### config.mk
export PLATFORM = sky130hd
export DESIGN_NAME = dp_token_bank
export DESIGN_NICKNAME = d
export VERILOG_FILES = /design/src/rtl/tok_bank_pkg.sv /design/src/rtl/tok_flag_cell.sv /design/src/rtl/tok_read_port.sv /design/src/rtl/dp_token_bank.sv
export SDC_FILE = /design/constraint.sdc
export NUM_CORES = 1
export LEC_CHECK = 0
export ABC_AREA = 1
export CORE_ASPECT_RATIO = 0.7
export CORE_MARGIN = 8
export CORE_UTILIZATION = 25
export CTS_BUF_LIST = sky130_fd_sc_hd__clkbuf_8 sky130_fd_sc_hd__clkbuf_16
export DETAILED_ROUTE_END_ITERATION = 6
export HOLD_SLACK_MARGIN = 0.12
export PLACE_DENSITY = 0.63
export SETUP_SLACK_MARGIN = 0.15
export SYNTH_ARGS = -nofsm -noshare
export SYNTH_HDL_FRONTEND = slang
export SYNTH_SLANG_ARGS = --single-unit
### constraint.sdc
create_clock -name clk -period 2.97 [get_ports clk]
set_input_delay 0.594 -clock clk [delete_from_list [all_inputs] [get_ports clk]]
set_output_delay 0.594 -clock clk [all_outputs]
set_load 0.02 [all_outputs]
### src/rtl/tok_bank_pkg.sv
package tok_bank_pkg;
   typedef enum logic [1:0] {
      TOK_FREE  = 2'd0,
      TOK_LEFT  = 2'd1,
      TOK_RIGHT = 2'd2
   } tok_own_e;
endpackage

### src/rtl/tok_flag_cell.sv
module tok_flag_cell
   import tok_bank_pkg::*;
(
   input  logic clk,
   input  logic rst_n,
   input  logic wr_l,
   input  logic wd_l,
   input  logic wr_r,
   input  logic wd_r,
   output logic flag_l,
   output logic flag_r
);
   logic     req_l_q, req_r_q, req_l_nx, req_r_nx;
   tok_own_e own_q, own_nx;

   // request latches: 0 = wants the token, 1 = idle
   always_comb begin
      req_l_nx = wr_l ? wd_l : req_l_q;
      req_r_nx = wr_r ? wd_r : req_r_q;
   end

   // ownership: left wins a same-cycle tie on a free token
   always_comb begin
      unique case (own_q)
         TOK_FREE:  own_nx = !req_l_nx ? TOK_LEFT  : (!req_r_nx ? TOK_RIGHT : TOK_FREE);
         TOK_LEFT:  own_nx = !req_l_nx ? TOK_LEFT  : (!req_r_nx ? TOK_RIGHT : TOK_FREE);
         TOK_RIGHT: own_nx = !req_r_nx ? TOK_RIGHT : (!req_l_nx ? TOK_LEFT  : TOK_FREE);
         default:   own_nx = TOK_FREE;
      endcase
   end

   always_ff @(posedge clk) begin
      if (!rst_n) begin
         req_l_q <= 1'b1;
         req_r_q <= 1'b1;
         own_q   <= TOK_FREE;
      end else begin
         req_l_q <= req_l_nx;
         req_r_q <= req_r_nx;
         own_q   <= own_nx;
      end
   end

   assign flag_l = (own_q != TOK_LEFT);
   assign flag_r = (own_q != TOK_RIGHT);

   a_r4_left_locked: assert property (@(posedge clk) disable iff (!rst_n)
      (own_q == TOK_LEFT && !(wr_l && wd_l)) |=> own_q == TOK_LEFT);
   a_r4_right_locked: assert property (@(posedge clk) disable iff (!rst_n)
      (own_q == TOK_RIGHT && !(wr_r && wd_r)) |=> own_q == TOK_RIGHT);
   a_r5_handover: assert property (@(posedge clk) disable iff (!rst_n)
      (own_q == TOK_LEFT && wr_l && wd_l && !req_r_q && !(wr_r && wd_r))
      |=> own_q == TOK_RIGHT);
   a_r6_release_free: assert property (@(posedge clk) disable iff (!rst_n)
      (own_q == TOK_LEFT && wr_l && wd_l && req_r_q && !(wr_r && !wd_r))
      |=> own_q == TOK_FREE);
   a_r10_left_tie: assert property (@(posedge clk) disable iff (!rst_n)
      (own_q == TOK_FREE && wr_l && !wd_l && wr_r && !wd_r)
      |=> (own_q == TOK_LEFT && !req_r_q));
endmodule

### src/rtl/tok_read_port.sv
module tok_read_port #(
   parameter int NUM_FLAGS = 8,
   parameter int DATA_W    = 16,
   localparam int FLAG_W   = $clog2(NUM_FLAGS)
) (
   input  logic                 clk,
   input  logic                 rst_n,
   input  logic                 tsel_n,
   input  logic                 rd_en_n,
   input  logic                 wr_n,
   input  logic [FLAG_W-1:0]    idx,
   input  logic [NUM_FLAGS-1:0] flags,
   output logic [DATA_W-1:0]    rdata
);
   if (DATA_W < 1) begin : g_bad_width
      $error("tok_read_port: DATA_W must be at least 1");
   end

   logic act, hold_q, held_q, live, bit_v;

   assign act  = !tsel_n && !rd_en_n && wr_n;
   assign live = flags[idx];

   always_ff @(posedge clk) begin
      if (!rst_n) begin
         hold_q <= 1'b0;
         held_q <= 1'b1;
      end else begin
         hold_q <= act;
         if (act && !hold_q) held_q <= live;
      end
   end

   assign bit_v = hold_q ? held_q : live;
   assign rdata = act ? {DATA_W{bit_v}} : '0;

   a_r9_read_frozen: assert property (@(posedge clk) disable iff (!rst_n)
      (act && $past(act)) |-> $stable(rdata));
   a_r8_replicated: assert property (@(posedge clk) disable iff (!rst_n)
      (rdata == '0) || (rdata == '1));
endmodule

### src/rtl/dp_token_bank.sv
module dp_token_bank #(
   parameter int NUM_FLAGS = 8,
   parameter int ADDR_W    = 13,
   parameter int DATA_W    = 16,
   localparam int FLAG_W   = $clog2(NUM_FLAGS)
) (
   input  logic              clk,
   input  logic              rst_n,
   input  logic              l_tsel_n,
   input  logic              l_rd_en_n,
   input  logic              l_wr_n,
   input  logic [ADDR_W-1:0] l_addr,
   input  logic [DATA_W-1:0] l_wdata,
   output logic [DATA_W-1:0] l_rdata,
   input  logic              r_tsel_n,
   input  logic              r_rd_en_n,
   input  logic              r_wr_n,
   input  logic [ADDR_W-1:0] r_addr,
   input  logic [DATA_W-1:0] r_wdata,
   output logic [DATA_W-1:0] r_rdata
);
   if (NUM_FLAGS < 2 || (1 << FLAG_W) != NUM_FLAGS) begin : g_bad_count
      $error("dp_token_bank: NUM_FLAGS must be a power of two, at least 2");
   end
   if (ADDR_W < FLAG_W) begin : g_bad_addr
      $error("dp_token_bank: ADDR_W too small for NUM_FLAGS");
   end

   logic [FLAG_W-1:0]    l_idx, r_idx;
   logic                 l_wen, r_wen;
   logic [NUM_FLAGS-1:0] wr_l, wr_r, flag_l, flag_r;
   logic                 unused_bits;

   assign l_idx = l_addr[FLAG_W-1:0];
   assign r_idx = r_addr[FLAG_W-1:0];
   assign l_wen = !l_tsel_n && !l_wr_n;
   assign r_wen = !r_tsel_n && !r_wr_n;
   assign unused_bits = ^{l_addr, l_wdata, r_addr, r_wdata};

   for (genvar g = 0; g < NUM_FLAGS; g++) begin : g_flag
      assign wr_l[g] = l_wen && (l_idx == FLAG_W'(g));
      assign wr_r[g] = r_wen && (r_idx == FLAG_W'(g));
      tok_flag_cell u_cell (
         .clk    (clk),
         .rst_n  (rst_n),
         .wr_l   (wr_l[g]),
         .wd_l   (l_wdata[0]),
         .wr_r   (wr_r[g]),
         .wd_r   (r_wdata[0]),
         .flag_l (flag_l[g]),
         .flag_r (flag_r[g])
      );
   end

   tok_read_port #(.NUM_FLAGS(NUM_FLAGS), .DATA_W(DATA_W)) u_rd_l (
      .clk (clk), .rst_n (rst_n), .tsel_n (l_tsel_n), .rd_en_n (l_rd_en_n),
      .wr_n (l_wr_n), .idx (l_idx), .flags (flag_l), .rdata (l_rdata)
   );
   tok_read_port #(.NUM_FLAGS(NUM_FLAGS), .DATA_W(DATA_W)) u_rd_r (
      .clk (clk), .rst_n (rst_n), .tsel_n (r_tsel_n), .rd_en_n (r_rd_en_n),
      .wr_n (r_wr_n), .idx (r_idx), .flags (flag_r), .rdata (r_rdata)
   );

   // a single cycle never writes more than one token per side
   a_r1_one_hot_write: assert property (@(posedge clk) disable iff (!rst_n)
      $onehot0(wr_l) && $onehot0(wr_r));
endmodule

Yosys cells after proc, flatten, opt, wreduce, memory -nomap -nowiden

Cells that the tools add are included.
Widths: inputs -> output; s select.

Latch bits: 0
Bits in writable memories: 0
Word-level logic and storage cells: 190
Bits of input ports: 66
Memory bits (read-only): 0
Register bits: 36
Output and inout port bits: 32
Memories kept: 0

Equality and inequality tests: 46
Reduce and logical (&&, ||, !) cells: 50
Divide/modulo/power cells: 0
$mul: 0
Bitwise logic cells: 0
$add $sub $neg: 0
Muxes and demuxes: 64
$lt $le $gt $ge: 2
Shift-type cells: 0

Operator list:

| cell               | number |
|---|---|
| $mux 2             | 24 |
| $mux 16            | 2 |
| $pmux 2 s2         | 8 |
| $mux 1             | 28 |
| $eq 3x3->1 const B | 8 |
| $logic_and 1x1->1  | 24 |
| $eq 2x1->1 const B | 8 |
| $eq 2x2->1 const B | 8 |
| $logic_not 2->1    | 8 |
| $ne 2x1->1 const B | 8 |
| $ne 2x2->1 const B | 8 |
| $reduce_or 2->1    | 8 |
| $eq 3x2->1 const B | 4 |
| $logic_not 1->1    | 8 |
| $lt 3x4->1 const B | 2 |
| $bmux 1 s3         | 2 |
| $eq 3x1->1 const B | 2 |
| $logic_not 3->1    | 2 |

Logic depth before layout (Yosys ltp)

Word-level depth: 7
Depth in mapped cells: 10
Mapped depth without buffers: 9

Cells and area by module

Synthesis repeated with hierarchy kept, for this count alone.

Cell total of the unflattened synthesis: 346
Area, all modules: 2,154.6 µm²

By module, submodules not included:

| module        | instances | area an instance (µm²) | cells each | seq. area each (µm²) |
|---|---|---|---|---|
| tok_flag_cell | 8         | 175.2                  | 26         | 80.1 |
| tok_read_port | 2         | 306.5                  | 51         | 40.0 |
| dp_token_bank | 1         | 140.1                  | 36         | 0.0 |

Least setup slack after synthesis

No wires, ideal clock.

Kind: input to output
Start point: in r_addr[1]
End point: out r_rdata[10]
Data arrival time: 1.691 ns
Required time: 2.376 ns
Path buffers: 1
Cell stages on the path: 9
Setup slack: 0.685 ns
Path through: inv_1 -> nand2_1 -> nor2_1 -> nor2_1 -> nand3_1 -> nand2_1 -> nand2_1 -> nand2_1 -> buf_4

Cells in the longest elaborated chain, start to end: 4

Ends and longest elaborated chain:

| item                         | line                | source |
|---|---|---|
| start: declaration           | dp_token_bank.sv:18 | `input logic [ADDR_W-1:0] r_addr,` |
| $bmux 1 s3                   | tok_read_port.sv:22 | `assign live = flags[idx];` |
| $mux 1 (not written as such) | tok_read_port.sv:22 |  |
| $mux 1                       | tok_read_port.sv:34 | `assign bit_v = hold_q ? held_q : live;` |
| $mux 16                      | tok_read_port.sv:35 | `assign rdata = act ? {DATA_W{bit_v}} : '0;` |
| end: declaration             | dp_token_bank.sv:20 | `output logic [DATA_W-1:0] r_rdata` |

No other way between the ends. The select of a mux whose other input is x is not followed.

Worst setup path after layout

Start point: in l_addr[2]
End point: out l_rdata[8]

Cells in the longest elaborated chain, start to end: 4

Ends and longest elaborated chain:

| item                         | line                | source |
|---|---|---|
| start: declaration           | dp_token_bank.sv:12 | `input logic [ADDR_W-1:0] l_addr,` |
| $bmux 1 s3                   | tok_read_port.sv:22 |  |
| $mux 1 (not written as such) | tok_read_port.sv:22 |  |
| $mux 1                       | tok_read_port.sv:34 |  |
| $mux 16                      | tok_read_port.sv:35 |  |
| end: declaration             | dp_token_bank.sv:14 | `output logic [DATA_W-1:0] l_rdata,` |

No other way between the ends. The select of a mux whose other input is x is not followed.

==> impl_metrics.tcl <==
set metrics [dict create \
    status "completed" \
    drive_above_1_share_pct 22.7 \
    grt_pass1_vias 1667 \
    grt_pass1_wl_um 7540 \
    synth_area_leader_cell "dfxtp_1" \
    numCtsBuffers 5 \
    finalNonFillerCells 431 \
    hold_viol 0 \
    cts_max_path_buffers 2 \
    ys_seq_elements 36 \
    clkSinkCount 36 \
    dpl.hpwl_um 3930 \
    first_pass_iters 4 \
    clkTransAtPathRegs_ns 0.07 \
    synth.area.top_cells "dfxtp_1, nand2_1, buf_4, nand3_1, nor2_1" \
    netlist_area_um2 1940 \
    placed_cells 424 \
    seq_area_frac_synth_pct 37.2 \
    cts_max_level 2 \
    yosysMostFrequentCell "nand2_1" \
    fin_ws_ns 0.408 \
    slew_headroom_pct 69.9 \
    grt_usage_pct 8.73 \
    cp_max_fo 16 \
    finalWeightedCongestion 0.849 \
    synth_edf_count 0 \
    grt_max_degree 17 \
    clockRootBuffer "clkbuf_8" \
    antenna_found_initial 0 \
    nets 396 \
    fmax_mhz 390 \
    holdWs_ns 0.448 \
    via_per_inst 4.21 \
    hold_path_class "flip-flop to flip-flop" \
    synth_common_cells "nand2_1, nor2_1, dfxtp_1" \
    die_x_um 121 \
    yosysTopAreaCellShare_pct 37.2 \
    synthArstFlopShare_pct 0 \
    yosysWarnings 0 \
    initial_core_util_pct 25.2 \
    port_buffers 47 \
    drtIter0Drc 81 \
    p_leak_nw 1.22 \
    ir_drop_uv 142 \
    period_needed_ns 2.56 \
    fp.coreArea_um2 7700 \
    routed_wl_um 4840 \
    tightest_slew_ns 0.450 \
    crit_type "input port to output port" \
    pwr_density_cell_nw_per_um2 391 \
    critPathLaunchType "input port" \
    postSynthCellCount 285 \
    ant_nets 0 \
    die_h_um 89.7 \
    grt_util_met3_pct 2.19 \
    grtUsageMet2_pct 14.6 \
    overflow 0 \
    slew_viol_final 0 \
    dieArea_um2 10900 \
    vias 1814 \
    antenna_cells 0 \
    clock_skew_ns 0.00386 \
    clk-insertion-delay-late_ns 0.28 \
    arrival_ns 1.97 \
    busiest_layer "met2" \
    avgSynthCellArea_um2 6.80 \
    row_count 27 \
    post-place-ws_ns -0.272 \
    cp-end-kind "output port" \
    area_growth_pct 29.5 \
    pin_count 98 \
    wl_per_cell_um 11.2 \
    setup_violations 0 \
    yosysUniqueCellTypes 18 \
    finalCritPeriodShare_pct 86.3 \
    cts_tree "built" \
    synth_nets 351 \
    route.detailed.drc 0 \
    synth_ff_type "dfxtp_1" \
    grtUsageMet1_pct 10.8 \
    cap_violations 0 \
    rsz0062_at_grt "no" \
    required_ns 2.38 \
]
## repair_timing
action,4_1_cts,5_1_grt
hold buffers,0,0
hold endpoints to repair,0,0
resized for setup,114,9
pin swaps,1,0
setup endpoints to repair,32,16
cloned,0,0
setup buffers,0,0
## state kept, by name, indices dropped and copies added (netlist names)
name                   count
g_flag.u_cell.own_q       16
u_rd_r.hold_q              1
u_rd_r.held_q              1
g_flag.u_cell.req_r_q      8
u_rd_l.held_q              1
u_rd_l.hold_q              1
g_flag.u_cell.req_l_q      8
## metal layers
metal / share of wire (%) / routed length (um) / up-vias
met5: 0 / 0 / -
met4: 1.0 / 49 / 0
met3: 6.0 / 290 / 5
met2: 48 / 2310 / 34
met1: 45 / 2190 / 808
li1: - / - / 967
## final cells by class
cell class / instances / area, um2
clock buffer: 5 / 68.8
clock inverter: 2 / 8.76
fill: 856 / 5190
inverter: 32 / 120
multi-input combinational: 185 / 873
sequential: 36 / 721
tap: 101 / 126
timing repair buffer: 70 / 594
## placed cells by master (no fill, tap or decap), types with 2 or more instances in the layout
| cell | netlist | final |
|---|---|---|
| clkdlybuf4s15_2 | 0 | 15 |
| nand3b_1 | 2 | 2 |
| clkbuf_8 | 0 | 5 |
| nand2_2 | 2 | 5 |
| o21ai_1 | 5 | 5 |
| o21bai_1 | 10 | 10 |
| dlymetal6s2s_1 | 0 | 2 |
| a21oi_1 | 13 | 13 |
| buf_2 | 1 | 16 |
| dlygate4sd2_1 | 0 | 2 |
| clkdlybuf4s50_1 | 0 | 11 |
| nand2_1 | 71 | 68 |
| inv_1 | 32 | 33 |
| nor2_2 | 1 | 3 |
| nand4_1 | 5 | 5 |
| nand3_1 | 31 | 31 |
| nor2_1 | 39 | 37 |
| buf_4 | 31 | 22 |
| nand2_4 | 2 | 2 |
| nor2_4 | 2 | 2 |
| dfxtp_1 | 36 | 36 |
## through the flow
step                util [%]  power (mW)  area [um2]  TNS (ns)
floorplan                  -       0.611        1940         0
global placement        32.2       0.689        2480     -7.61
detailed placement      32.2       0.691        2480     -7.14
CTS                     32.7       0.996        2520         0
global route            32.6        1.03        2510         0
finish                  32.6       0.982        2510         0
## logic make-up (layout without fill, tap and decap cells)
group | Yosys count | in the layout | share of synthesized area (%)
buf+inv | 64 | 109 | 18.5
compound gates | 30 | 30 | 9.42
flops | 36 | 36 | 37.2
simple gates | 155 | 155 | 35.0
## worst paths after layout
kind | start | end | slack (ns) | depth (start not counted)
max reg2reg | g_flag[0].u_cell.own_q[1]$_SDFF_PN0_ | u_rd_r.held_q$_SDFFE_PN1P_ | 1.89 | 9
max | l_addr[2] | l_rdata[8] | 0.41 | 9
min | g_flag[1].u_cell.own_q[1]$_SDFF_PN0_ | g_flag[1].u_cell.own_q[0]$_SDFF_PN0_ | 0.45 | 1
min reg2reg | g_flag[1].u_cell.own_q[1]$_SDFF_PN0_ | g_flag[1].u_cell.own_q[0]$_SDFF_PN0_ | 0.45 | 1
## power by group
part           switching [mW]  total [mW]  internal [mW]  leakage [nW]
combinational          0.0963       0.170         0.0734         0.879
sequential            0.00465       0.497          0.492         0.292
clock                   0.160       0.315          0.156        0.0452
## critical path, stage by stage
cell and delay [ns]:
clkdlybuf4s50_1 0.52, nand2_1 0.07, nor2_1 0.09, nand2_1 0.05, nand2_1 0.08, nand2_1 0.07
nand2_1 0.10, buf_12 0.14, clkdlybuf4s15_2 0.26
Power figures use the tool's default switching activity.
